<file path="config.mk">
export PLATFORM = sky130hd
export DESIGN_NAME = twi_eeprom_slave
export DESIGN_NICKNAME = d
export VERILOG_FILES = /design/src/rtl/twi_eeprom_pkg.sv /design/src/rtl/twi_sync.sv /design/src/rtl/twi_cond_det.sv /design/src/rtl/twi_word_ptr.sv /design/src/rtl/twi_eeprom_slave.sv
export SDC_FILE = /design/constraint.sdc
export NUM_CORES = 1
export LEC_CHECK = 0
export ABC_AREA = 1
export CAP_MARGIN = 20
export CORE_MARGIN = 2
export CORE_UTILIZATION = 55
export CTS_BUF_LIST = sky130_fd_sc_hd__clkbuf_4
export DETAILED_ROUTE_END_ITERATION = 7
export PLACE_DENSITY = 0.87
export RECOVER_POWER = 25
export SLEW_MARGIN = 20
export SYNTH_ARGS = -nofsm -noshare
export SYNTH_HDL_FRONTEND = slang
export SYNTH_HIERARCHICAL = 1
export SYNTH_SLANG_ARGS = --single-unit
</file>
<file path="constraint.sdc">
create_clock -name clk_i -period 2.9 [get_ports clk_i]
set_input_delay 0.29 -clock clk_i [delete_from_list [all_inputs] [get_ports clk_i]]
set_output_delay 0.29 -clock clk_i [all_outputs]
set_load 0.1 [all_outputs]
</file>
<file path="src/rtl/twi_eeprom_pkg.sv">
package twi_eeprom_pkg;
  typedef enum logic [2:0] {
    ST_IDLE, ST_DEV, ST_AHI, ST_ALO, ST_WDAT, ST_ACK, ST_RDAT, ST_MACK
  } twi_st_e;
  localparam logic [3:0] DEV_TYPE = 4'b1010;
endpackage

</file>
<file path="src/rtl/twi_sync.sv">
module twi_sync #(
  parameter int W = 2
) (
  input  logic         clk_i,
  input  logic         rst_ni,
  input  logic [W-1:0] d_i,
  output logic [W-1:0] q_o
);
  for (genvar g = 0; g < W; g++) begin : g_bit
    logic [1:0] ff;
    always_ff @(posedge clk_i or negedge rst_ni) begin
      if (!rst_ni) ff <= 2'b11;  // bus idles high
      else         ff <= {ff[0], d_i[g]};
    end
    assign q_o[g] = ff[1];
  end
endmodule

</file>
<file path="src/rtl/twi_cond_det.sv">
module twi_cond_det (
  input  logic clk_i,
  input  logic rst_ni,
  input  logic scl_s_i,
  input  logic sda_s_i,
  output logic scl_rise_o,
  output logic scl_fall_o,
  output logic start_o,
  output logic stop_o
);
  logic scl_q, sda_q;
  always_ff @(posedge clk_i or negedge rst_ni) begin
    if (!rst_ni) begin
      scl_q <= 1'b1;
      sda_q <= 1'b1;
    end else begin
      scl_q <= scl_s_i;
      sda_q <= sda_s_i;
    end
  end
  assign scl_rise_o = !scl_q && scl_s_i;
  assign scl_fall_o = scl_q && !scl_s_i;
  assign start_o    = scl_q && scl_s_i && sda_q && !sda_s_i;
  assign stop_o     = scl_q && scl_s_i && !sda_q && sda_s_i;
endmodule

</file>
<file path="src/rtl/twi_word_ptr.sv">
module twi_word_ptr #(
  parameter int ADDR_W = 13,
  parameter int PAGE_W = 5
) (
  input  logic              clk_i,
  input  logic              rst_ni,
  input  logic              load_i,
  input  logic [ADDR_W-1:0] load_val_i,
  input  logic              inc_rd_i,
  input  logic              inc_wr_i,
  output logic [ADDR_W-1:0] ptr_o
);
  logic [PAGE_W-1:0] page_nxt;
  assign page_nxt = ptr_o[PAGE_W-1:0] + 1'b1;

  always_ff @(posedge clk_i or negedge rst_ni) begin
    if (!rst_ni)       ptr_o <= '0;
    else if (load_i)   ptr_o <= load_val_i;
    else if (inc_rd_i) ptr_o <= ptr_o + 1'b1;              // full-array wrap
    else if (inc_wr_i) ptr_o <= {ptr_o[ADDR_W-1:PAGE_W], page_nxt};  // page wrap
  end
endmodule

</file>
<file path="src/rtl/twi_eeprom_slave.sv">
module twi_eeprom_slave
  import twi_eeprom_pkg::*;
#(
  parameter int ADDR_W = 13,
  parameter int PAGE_W = 5
) (
  input  logic              clk_i,
  input  logic              rst_ni,
  input  logic              scl_i,
  input  logic              sda_i,
  input  logic [2:0]        strap_i,
  input  logic              busy_i,
  output logic              sda_pull_o,
  output logic              wr_valid_o,
  output logic              wr_first_o,
  output logic [ADDR_W-1:0] wr_addr_o,
  output logic [7:0]        wr_data_o,
  output logic              wr_commit_o,
  output logic              mem_rd_en_o,
  output logic [ADDR_W-1:0] mem_rd_addr_o,
  input  logic [7:0]        mem_rd_data_i
);
  localparam int HI_W = ADDR_W - 8;

  logic [1:0] lvl;
  logic scl_s, sda_s, scl_rise, scl_fall, start_det, stop_det;

  twi_sync #(.W(2)) u_sync (
    .clk_i(clk_i), .rst_ni(rst_ni), .d_i({scl_i, sda_i}), .q_o(lvl)
  );
  assign scl_s = lvl[1];
  assign sda_s = lvl[0];

  twi_cond_det u_cond (
    .clk_i(clk_i), .rst_ni(rst_ni), .scl_s_i(scl_s), .sda_s_i(sda_s),
    .scl_rise_o(scl_rise), .scl_fall_o(scl_fall),
    .start_o(start_det), .stop_o(stop_det)
  );

  twi_st_e         state, ack_next;
  logic [2:0]      bit_cnt;
  logic [6:0]      shreg;
  logic [7:0]      tx;
  logic [HI_W-1:0] addr_hi;
  logic            ack_on, ack_go, wr_pend, rd_cap, mack;

  logic [7:0]        byte_in;
  logic              rx_state, byte_done, dev_hit, rd_issue, wr_fire, ptr_load;
  logic [ADDR_W-1:0] ptr;

  always_comb begin
    byte_in   = {shreg, sda_s};
    rx_state  = (state == ST_DEV) || (state == ST_AHI) ||
                (state == ST_ALO) || (state == ST_WDAT);
    byte_done = rx_state && scl_rise && (bit_cnt == 3'd7) && !start_det && !stop_det;
    dev_hit   = (byte_in[7:4] == DEV_TYPE) && (byte_in[3:1] == strap_i) && !busy_i;
    rd_issue  = (byte_done && (state == ST_DEV) && dev_hit && byte_in[0]) ||
                ((state == ST_MACK) && scl_rise && !sda_s && !start_det && !stop_det);
    wr_fire   = byte_done && (state == ST_WDAT);
    ptr_load  = byte_done && (state == ST_ALO);
  end

  twi_word_ptr #(.ADDR_W(ADDR_W), .PAGE_W(PAGE_W)) u_ptr (
    .clk_i(clk_i), .rst_ni(rst_ni),
    .load_i(ptr_load), .load_val_i({addr_hi, byte_in}),
    .inc_rd_i(rd_issue), .inc_wr_i(wr_fire), .ptr_o(ptr)
  );

  always_ff @(posedge clk_i or negedge rst_ni) begin
    if (!rst_ni) begin
      state         <= ST_IDLE;
      ack_next      <= ST_IDLE;
      bit_cnt       <= '0;
      shreg         <= '0;
      tx            <= '0;
      addr_hi       <= '0;
      ack_on        <= 1'b0;
      ack_go        <= 1'b0;
      wr_pend       <= 1'b0;
      rd_cap        <= 1'b0;
      mack          <= 1'b0;
      sda_pull_o    <= 1'b0;
      wr_valid_o    <= 1'b0;
      wr_first_o    <= 1'b0;
      wr_addr_o     <= '0;
      wr_data_o     <= '0;
      wr_commit_o   <= 1'b0;
      mem_rd_en_o   <= 1'b0;
      mem_rd_addr_o <= '0;
    end else begin
      wr_valid_o  <= 1'b0;
      wr_commit_o <= 1'b0;
      mem_rd_en_o <= rd_issue;
      if (rd_issue) mem_rd_addr_o <= ptr;
      rd_cap <= mem_rd_en_o;
      if (rd_cap) tx <= mem_rd_data_i;

      if (stop_det) begin
        state       <= ST_IDLE;
        sda_pull_o  <= 1'b0;
        ack_on      <= 1'b0;
        wr_commit_o <= wr_pend;
        wr_pend     <= 1'b0;
      end else if (start_det) begin
        state      <= ST_DEV;
        bit_cnt    <= '0;
        sda_pull_o <= 1'b0;
        ack_on     <= 1'b0;
        wr_pend    <= 1'b0;
      end else begin
        unique case (state)
          ST_DEV, ST_AHI, ST_ALO, ST_WDAT: begin
            if (scl_rise) begin
              shreg   <= byte_in[6:0];
              bit_cnt <= bit_cnt + 1'b1;
              if (bit_cnt == 3'd7) begin
                state  <= ST_ACK;
                ack_on <= 1'b0;
                ack_go <= 1'b1;
                unique case (state)
                  ST_DEV: begin
                    ack_go   <= dev_hit;
                    ack_next <= byte_in[0] ? ST_RDAT : ST_AHI;
                  end
                  ST_AHI: begin
                    addr_hi  <= byte_in[HI_W-1:0];
                    ack_next <= ST_ALO;
                  end
                  ST_ALO:  ack_next <= ST_WDAT;
                  default: begin
                    ack_next   <= ST_WDAT;
                    wr_valid_o <= 1'b1;
                    wr_first_o <= !wr_pend;
                    wr_addr_o  <= ptr;
                    wr_data_o  <= byte_in;
                    wr_pend    <= 1'b1;
                  end
                endcase
              end
            end
          end
          ST_ACK: begin
            if (scl_fall) begin
              if (!ack_on) begin
                if (ack_go) begin
                  sda_pull_o <= 1'b1;
                  ack_on     <= 1'b1;
                end else begin
                  state <= ST_IDLE;
                end
              end else begin
                ack_on     <= 1'b0;
                bit_cnt    <= '0;
                state      <= ack_next;
                sda_pull_o <= (ack_next == ST_RDAT) ? !tx[7] : 1'b0;
              end
            end
          end
          ST_RDAT: begin
            if (scl_fall) begin
              if (bit_cnt == 3'd7) begin
                sda_pull_o <= 1'b0;
                bit_cnt    <= '0;
                state      <= ST_MACK;
              end else begin
                bit_cnt    <= bit_cnt + 1'b1;
                tx         <= {tx[6:0], 1'b0};
                sda_pull_o <= !tx[6];
              end
            end
          end
          ST_MACK: begin
            if (scl_rise) mack <= !sda_s;
            if (scl_fall) begin
              if (mack) begin
                state      <= ST_RDAT;
                bit_cnt    <= '0;
                sda_pull_o <= !tx[7];
              end else begin
                state <= ST_IDLE;
              end
            end
          end
          default: ;
        endcase
      end
    end
  end
endmodule

</file>
==> results of run 1 <==
[area by class of cell]
cell class	count	area [µm²]	area share, %
Multi-Input combinational cell	392	1966	36.94
Sequential cell	92	2310	43.40
Clock buffer	9	67.56	1.270
Timing Repair Buffer	60	483.0	9.076
Tap cell	105	131.4	2.469
Clock inverter	7	115.1	2.163
Inverter	66	249.0	4.679
[power by group through the flow]
stage          Sequential [mW]  Clock (mW)  Combinational [mW]
6_report                  1.59       0.887               0.953
5_1_grt                   1.61       0.941                1.08
4_1_cts                   1.59       0.890               0.955
3_5_place_dp              1.61           0               0.950
3_3_place_gp              1.60           0               0.912
2_1_floorplan             1.70           0               0.618
[through the flow]
step                utilization [%]  std cells
finish                        64.76        731
global route                  64.76        731
CTS                           64.98        731
detailed placement            62.63        714
global placement              62.63        714
floorplan                         -        568
[per-layer routing]
layer / global-route usage (%) / vias up / share of wire, %
met1: 33.28 / 1889 / 42
met2: 40.45 / 180 / 49
met5: 0 / - / 0
met3: 3.759 / 39 / 6.4
li1: - / 1913 / -
met4: 13.10 / 0 / 3.4
[cell families after synthesis]
family | share of synthesized area [%]
and+or+nand+nor | 31.32
DFF | 49.37
buffers and inverters | 8.612
AOI/OAI and AO/OA | 8.826
muxes | 1.070
adders and majority gates | 0.8024
[state kept, by name, summed over array words and instances, names as in the netlist, 3 cells and up]
signal           count
wr_addr_o           13
shreg                7
bit_cnt              3
u_ptr/ptr_o         13
addr_hi              5
tx                   8
wr_data_o            8
state                3
u_sync/g_bit.ff      4
mem_rd_addr_o       13
ack_next             3
[worst max-delay path, delay by kind of cell (launching register included)]
family	cells	cell delay [ps]
AND/OR/NAND/NOR	10	1140
flip-flops	1	720
buffers and inverters	5	360
AO/OA/AOI/OAI	2	230
[cells in the final DEF, fill, tap and decap left out, drive strengths merged]
master / n
o21ai: 51
a22oi: 6
nor2: 45
nand2: 203
a21o: 1
clkinv: 5
nor3: 2
clkbuf: 11
inv: 65
a31oi: 2
dlygate4sd3: 3
bufinv: 3
o22a: 1
nand4: 8
o21a: 1
buf: 43
clkdlybuf4s50: 12
mux2i: 5
ha: 3
or2: 1
and3: 1
nand3b: 1
a21oi: 4
dfstp: 6
nand3: 57
dfrtp: 86
[path summary, 6_finish.rpt]
path / from / endpoint / slack [ps] / depth (start not counted)
setup / recovery: u_sync/g_bit[0].ff[1]$_DFF_PN1_ / u_ptr/ptr_o[4]$_DFFE_PN0P_ / 350 / 17
hold reg to reg: u_sync/g_bit[0].ff[0]$_DFF_PN1_ / u_sync/g_bit[0].ff[1]$_DFF_PN1_ / 370 / 0
hold / removal: sda_i / u_sync/g_bit[0].ff[0]$_DFF_PN1_ / 370 / 1
max in group asynchronous: rst_ni / u_ptr/ptr_o[4]$_DFFE_PN0P_ / 620 / 3
setup reg to reg: u_sync/g_bit[0].ff[1]$_DFF_PN1_ / u_ptr/ptr_o[4]$_DFFE_PN0P_ / 350 / 17
min in group asynchronous: rst_ni / bit_cnt[1]$_DFFE_PN0P_ / 510 / 2
[what timing repair did]
action	CTS	global route
setup buffers	0	0
hold endpoints to repair	39	0
hold buffers	1	0
gates resized for setup	0	0
==> qor.txt, run 1 <==
==================================================================================
Class of the most critical setup path                                 register to register
Part of the power in registers                                               46.4%
Fraction of power consumed by combinational cells                            27.8%
Ranking of synthesized cells by instance count                        nand2_1, dfrtp_1, inv_1
Routability congestion estimate from global placement                       0.9953
Path type of the worst min-delay path                                 input pin to register
Final setup fails                                                                0
Count of fill cells added during filler insertion                              669
Worst setup timing slack at the placement stage                           515.8 ps
Number of buffers inserted during clock tree synthesis                           9
Share of flip-flops with an asynchronous set or reset                       100.0%
Max-cap viol count                                                               0
Arrival time reported for the critical path endpoint                       2900 ps
Setup crit end kind                                                       register
Worst Path Required                                                        3260 ps
PwrDens                                                               644.8 mW/mm²
Overflow after GRT                                                               0
Synth area leaders                                                    dfrtp_1, nand2_1, nand3_1, inv_1, dfstp_2
Mean instance size in the synthesized netlist                            8.236 µm²
Number of buffers inserted by port buffering                                    54
Cell variety after synth                                                        35
Total via count after detailed routing                                        4021
DR vias/cell                                                                 5.501
DRC violation count after routing                                                0
Number of sinks driven by the clock tree                                        92
Signed area change from the synthesized netlist to the final layout         13.75%
Buffer levels on the longest clock path                                          2
Post-route minimum period                                                  2546 ps
Pin count of the biggest net entering global routing                            54
EDFF count, synth                                                                0
CP max stage cell                                                          dfstp_1
Fin. max-slew vios                                                               0
Die Width                                                                 96.23 µm
Main flop type after synthesis                                             dfrtp_1
RSZ-0062 raised after global routing                                         false
Hold WS                                                                   373.4 ps
Cell Area, Placed                                                     0.005146 mm²
Transition time of the tightest slew-check pin                             1255 ps
Worst skew pair latency                                                     450 ps
Number of H-tree levels                                                          3
Dpl hpwl                                                                   7694 µm
Vertical die dimension                                                    96.23 µm
Switching Share                                                             37.82%
Worst VDD drop                                                         0.0003388 V
Antenna diode count                                                              0
Final cell area excluding filler cells                                0.005321 mm²
Cell taking the most area after synthesis                                  dfrtp_1
Final Hold Vio Count                                                             0
Average detailed-routed wire length per instance                          14.62 µm
Share of post-route cells with drive strength above 1                       19.81%
Area fraction of the dominant cell type after synthesis                     46.00%
Internal Dissipation                                                      2.133 mW
Core ar.                                                              0.008217 mm²
Status                                                                finished clean
Top-level I/O count                                                             55
Initial antenna violation count                                                  0
Syn. warnings                                                                    6
CTS tree                                                                     built
Startpoint type of the worst setup path                                   register
First-pass GRT wire length                                                17960 µm
Upper clock frequency limit                                              392.8 MHz
Most used standard cell by instance count after synthesis                  nand2_1
Nets                                                                           640
Tot Pwr                                                                   3.431 mW
Switching component of the power                                          1.298 mW
Die area                                                              0.009259 mm²
Share of the cycle needed by the critical path after routing                87.78%
Post-synth net total                                                           587
CTS root buf                                                              clkbuf_4
Vias in the first global route                                                3911
Worst path max stage delay                                                  720 ps
Leakage Power                                                             2.887 nW
Cells after synthesis                                                          568
GRT Resource Usage Total                                                    25.24%
Row Count                                                                       33
Portion of the post-synthesis area used by sequential elements              49.37%
TNS Setup                                                                     0 ps
Clk_skew                                                                  16.39 ps
Final Worst Setup Slack                                                   354.3 ps
Max_slew headroom                                                           16.36%
Cells traversed along the worst timing path                           inv_1 -> nand2_1 -> nor2_1 -> inv_2 -> nand2_4 -> nor2_8 -> nand3b_4 -> inv_2 -> nand3_4 -> nand2_4 -> nor2_4 -> nand2_4 -> inv_2 -> a21oi_1 -> o21ai_1 -> nand2_1 -> inv_1
Number of DRC markers in iteration 0                                           325
Total standard cell area after synthesis                              0.004678 mm²
Overall routed net length                                                 10690 µm
Reg clk slew, reported paths                                                150 ps
CP max FO                                                                       16
Drt pass-1 iters                                                                 7
Portion of total power attributed to the clock network                       25.9%
Detail Route Antenna Nets                                                        0
Number of storage elements in the synthesis netlist                             92
Initial Utilization                                                         56.94%
==================================================================================
Power figures use the tool's default switching activity.
==> run 2: changes to the inputs <==
Settings changed: CORE_UTILIZATION 55 to 40, PLACE_DENSITY 0.87 to 0.68.
==> run 2 against run 1 <==
Compared with the run above: the run now ends with max-capacitance violations, max-slew violations left; design area increased by 0.21%; worst hold slack gained 0.88 ps; wire length shrank 3.7%; register-to-register slack better by 20 ps; die area is 36% higher; combinational power shrank 2%; global-route usage is 7.9 points lower; non-clock buffer count fell by 2; final cell count up 4.9%; clock skew up 2.2 ps; critical path type unchanged; largest power group unchanged.
==> qor.txt, run 2 (synthesized netlist as in run 1, its figures left out) <==
==================================================================================
Count of fill cells added during filler insertion                             1133   +69%
Average detailed-routed wire length per instance                          13.42 µm   -8.2%
FF-to-FF path depth                                                             13   -4
Status                                                                finished with violations
Buffer levels on the longest clock path                                          2   unchanged
GRT Resource Usage Total                                                    17.32%   -7.9 points
Upper clock frequency limit                                              395.8 MHz   +0.76%
Number of DRC markers in iteration 0                                           287   -12%
CP top delay family                                                   simple AND/OR/NAND/NOR gates
Transition time of the tightest slew-check pin                             1983 ps   +728.7 ps
CP Buf/Inv Count                                                                 2   -3
Leakage Power                                                             2.867 nW   -0.69%
Max-cap viol count                                                               1   +1
Worst Path Required                                                        3260 ps   about the same
Reg clk slew, reported paths                                                140 ps   about the same
Setup crit end kind                                                       register
Number of H-tree levels                                                          3   unchanged
Worst VDD drop                                                         0.0004115 V   +21%
Fin. max-slew vios                                                              93   +93
Die area                                                               0.01258 mm²   +36%
Capturing element of the worst setup path                             u_ptr/ptr_o[4]$_DFFE_PN0P_
Number of sinks driven by the clock tree                                        92   unchanged
Row Count                                                                       39   +18%
Vertical die dimension                                                    112.1 µm   +17%
PwrDens                                                               618.8 mW/mm²   -4.0%
Path type of the worst min-delay path                                 register to register
Worst skew pair latency                                                     440 ps   about the same
Top-level I/O count                                                             55   unchanged
Post-CTS setup buffers                                                           0   unchanged
CP max FO                                                                       16   unchanged
Clk_skew                                                                  18.61 ps   +2.216 ps
Dpl hpwl                                                                   7662 µm   -0.42%
Overflow after GRT                                                               0   unchanged
Post-route minimum period                                                  2527 ps   -19.16 ps
DRC violation count after routing                                                0   unchanged
Worst path max stage delay                                                  700 ps   -20 ps
Overall routed net length                                                 10300 µm   -3.7%
Share of the cycle needed by the critical path after routing                87.12%   -0.66 points
Initial antenna violation count                                                  0   unchanged
Startpoint type of the worst setup path                                   register
Final setup fails                                                                0   unchanged
CTS root buf                                                              clkbuf_4
Endpoint of the lowest-slack register-to-register path                u_ptr/ptr_o[4]$_DFFE_PN0P_
Startpoint of the worst setup timing path                             u_sync/g_bit[0].ff[1]$_DFF_PN1_
# hold bufs at CTS                                                               1   unchanged
R2R Setup Slk                                                               370 ps   +20 ps
Worst min-delay path startpoint                                       u_sync/g_bit[0].ff[0]$_DFF_PN1_
Arrival time reported for the critical path endpoint                       2880 ps   -20 ps
CTS tree                                                                     built
Detail Route Antenna Nets                                                        0   unchanged
Logic depth of the worst path, buffers included                                 13   -4
Critical R2R Launch                                                   u_sync/g_bit[0].ff[1]$_DFF_PN1_
Most common cell after layout, fill and taps aside                         nand2_1
Routability congestion estimate from global placement                       0.8816   -11%
Sequential cell area                                                  0.002310 mm²   unchanged
Class of the most critical setup path                                 register to register
Initial Utilization                                                         40.97%   -16 points
Pin count of the biggest net entering global routing                            93   +72%
Violations in the final reports                                       max-capacitance violations, max-slew violations
Tot Pwr                                                                   3.300 mW   -3.8%
RSZ-0062 raised after global routing                                         false
First-pass GRT wire length                                                17810 µm   -0.85%
Signed area change from the synthesized netlist to the final layout         13.99%
Drt pass-1 iters                                                                 4   -3
Antenna diode count                                                              0   unchanged
Die Width                                                                 112.1 µm   +17%
Nets                                                                           638   -0.31%
Total via count after detailed routing                                        3776   -6.1%
CP max stage cell                                                          dfstp_1
Leading registers by flop count                                       mem_rd_addr_o: 13 flops, u_ptr/ptr_o: 13 flops, wr_addr_o: 13 flops
Number of buffers inserted during clock tree synthesis                           9   unchanged
TNS Setup                                                                     0 ps   unchanged
Top library cells by usage in the layout, fill and taps aside         nand2_1, dfrtp_1, inv_1, nand3_1, buf_4
Vias in the first global route                                                3711   -5.1%
DR vias/cell                                                                 4.923   -11%
Hold WS                                                                   374.3 ps   +0.8750 ps
Final Hold Vio Count                                                             0   unchanged
Share of post-route cells with drive strength above 1                       19.71%   -0.097 points
Area occupied by multi-input gates                                    0.001966 mm²   unchanged
Cells traversed along the worst timing path                           nand2_1 -> nor2_1 -> inv_2 -> nand2_4 -> nor3_2 -> nand2_2 -> nand2_4 -> nor2_4 -> nand2_4 -> o21ai_0 -> nand2_1 -> nand2_1 -> inv_1
Number of buffers inserted by port buffering                                    54   unchanged
Gates resized, CTS repair                                                        0   unchanged
Max_slew headroom                                                          -32.22%   -49 points
Core ar.                                                               0.01142 mm²   +39%
==================================================================================
==> run 2: cell count changes in the layout (fill, tap and decap cells not counted), sizes merged <==
| cell | delta |
|---|---|
| bufinv | -1 |
| clkinv | -2 |
| buf | -1 |
| clkinvlp | +1 |
| clkbuf | +1 |
==> run 2: power breakdown <==
group          switching (mW)  internal [mW]  total, mW
Clock                   0.413          0.366      0.778
Sequential              0.169           1.42       1.59
Combinational           0.655          0.280      0.935
==> run 2: final cells by class <==
class                      count  area share, %
inverter                      66          4.669
sequential                    92          43.31
tap                          143          3.355
clock buffer                  11          1.549
multi-input combinational    392          36.86
timing repair buffer          58          8.822
clock inverter                 5          1.431
==> run 2: worst min path at each step <==
stage	slack, ps	cells past startpoint	to
finish	370	0	u_sync/g_bit[0].ff[1]$_DFF_PN1_
global route	370	1	u_sync/g_bit[0].ff[0]$_DFF_PN1_
CTS	230	1	u_sync/g_bit[1].ff[0]$_DFF_PN1_
detailed placement	350	0	u_sync/g_bit[0].ff[1]$_DFF_PN1_
global placement	350	0	u_sync/g_bit[0].ff[1]$_DFF_PN1_
floorplan	-6	0	ack_go$_DFFE_PN0P_
==> run 2: stage by stage <==
stage | cells | area [µm²] | utilization (%) | setup slack (ps)
after floorplan | 568 | 4678 | - | 712.0
after global placement | 750 | 5179 | 45.35 | 563.5
after detailed placement | 750 | 5179 | 45.35 | 475.5
after CTS | 767 | 5348 | 46.83 | 458.8
after global routing | 767 | 5333 | 46.70 | 131.1
final | 767 | 5333 | 46.70 | 373.5
==> run 2: layer usage <==
metal,wire length [µm],GRT usage [%],vias to the layer above
met1,4836,24.58,1767
met5,0,0,-
li1,-,-,1911
met2,4900,27.31,90
met3,453,3.402,8
met4,106,4.797,0
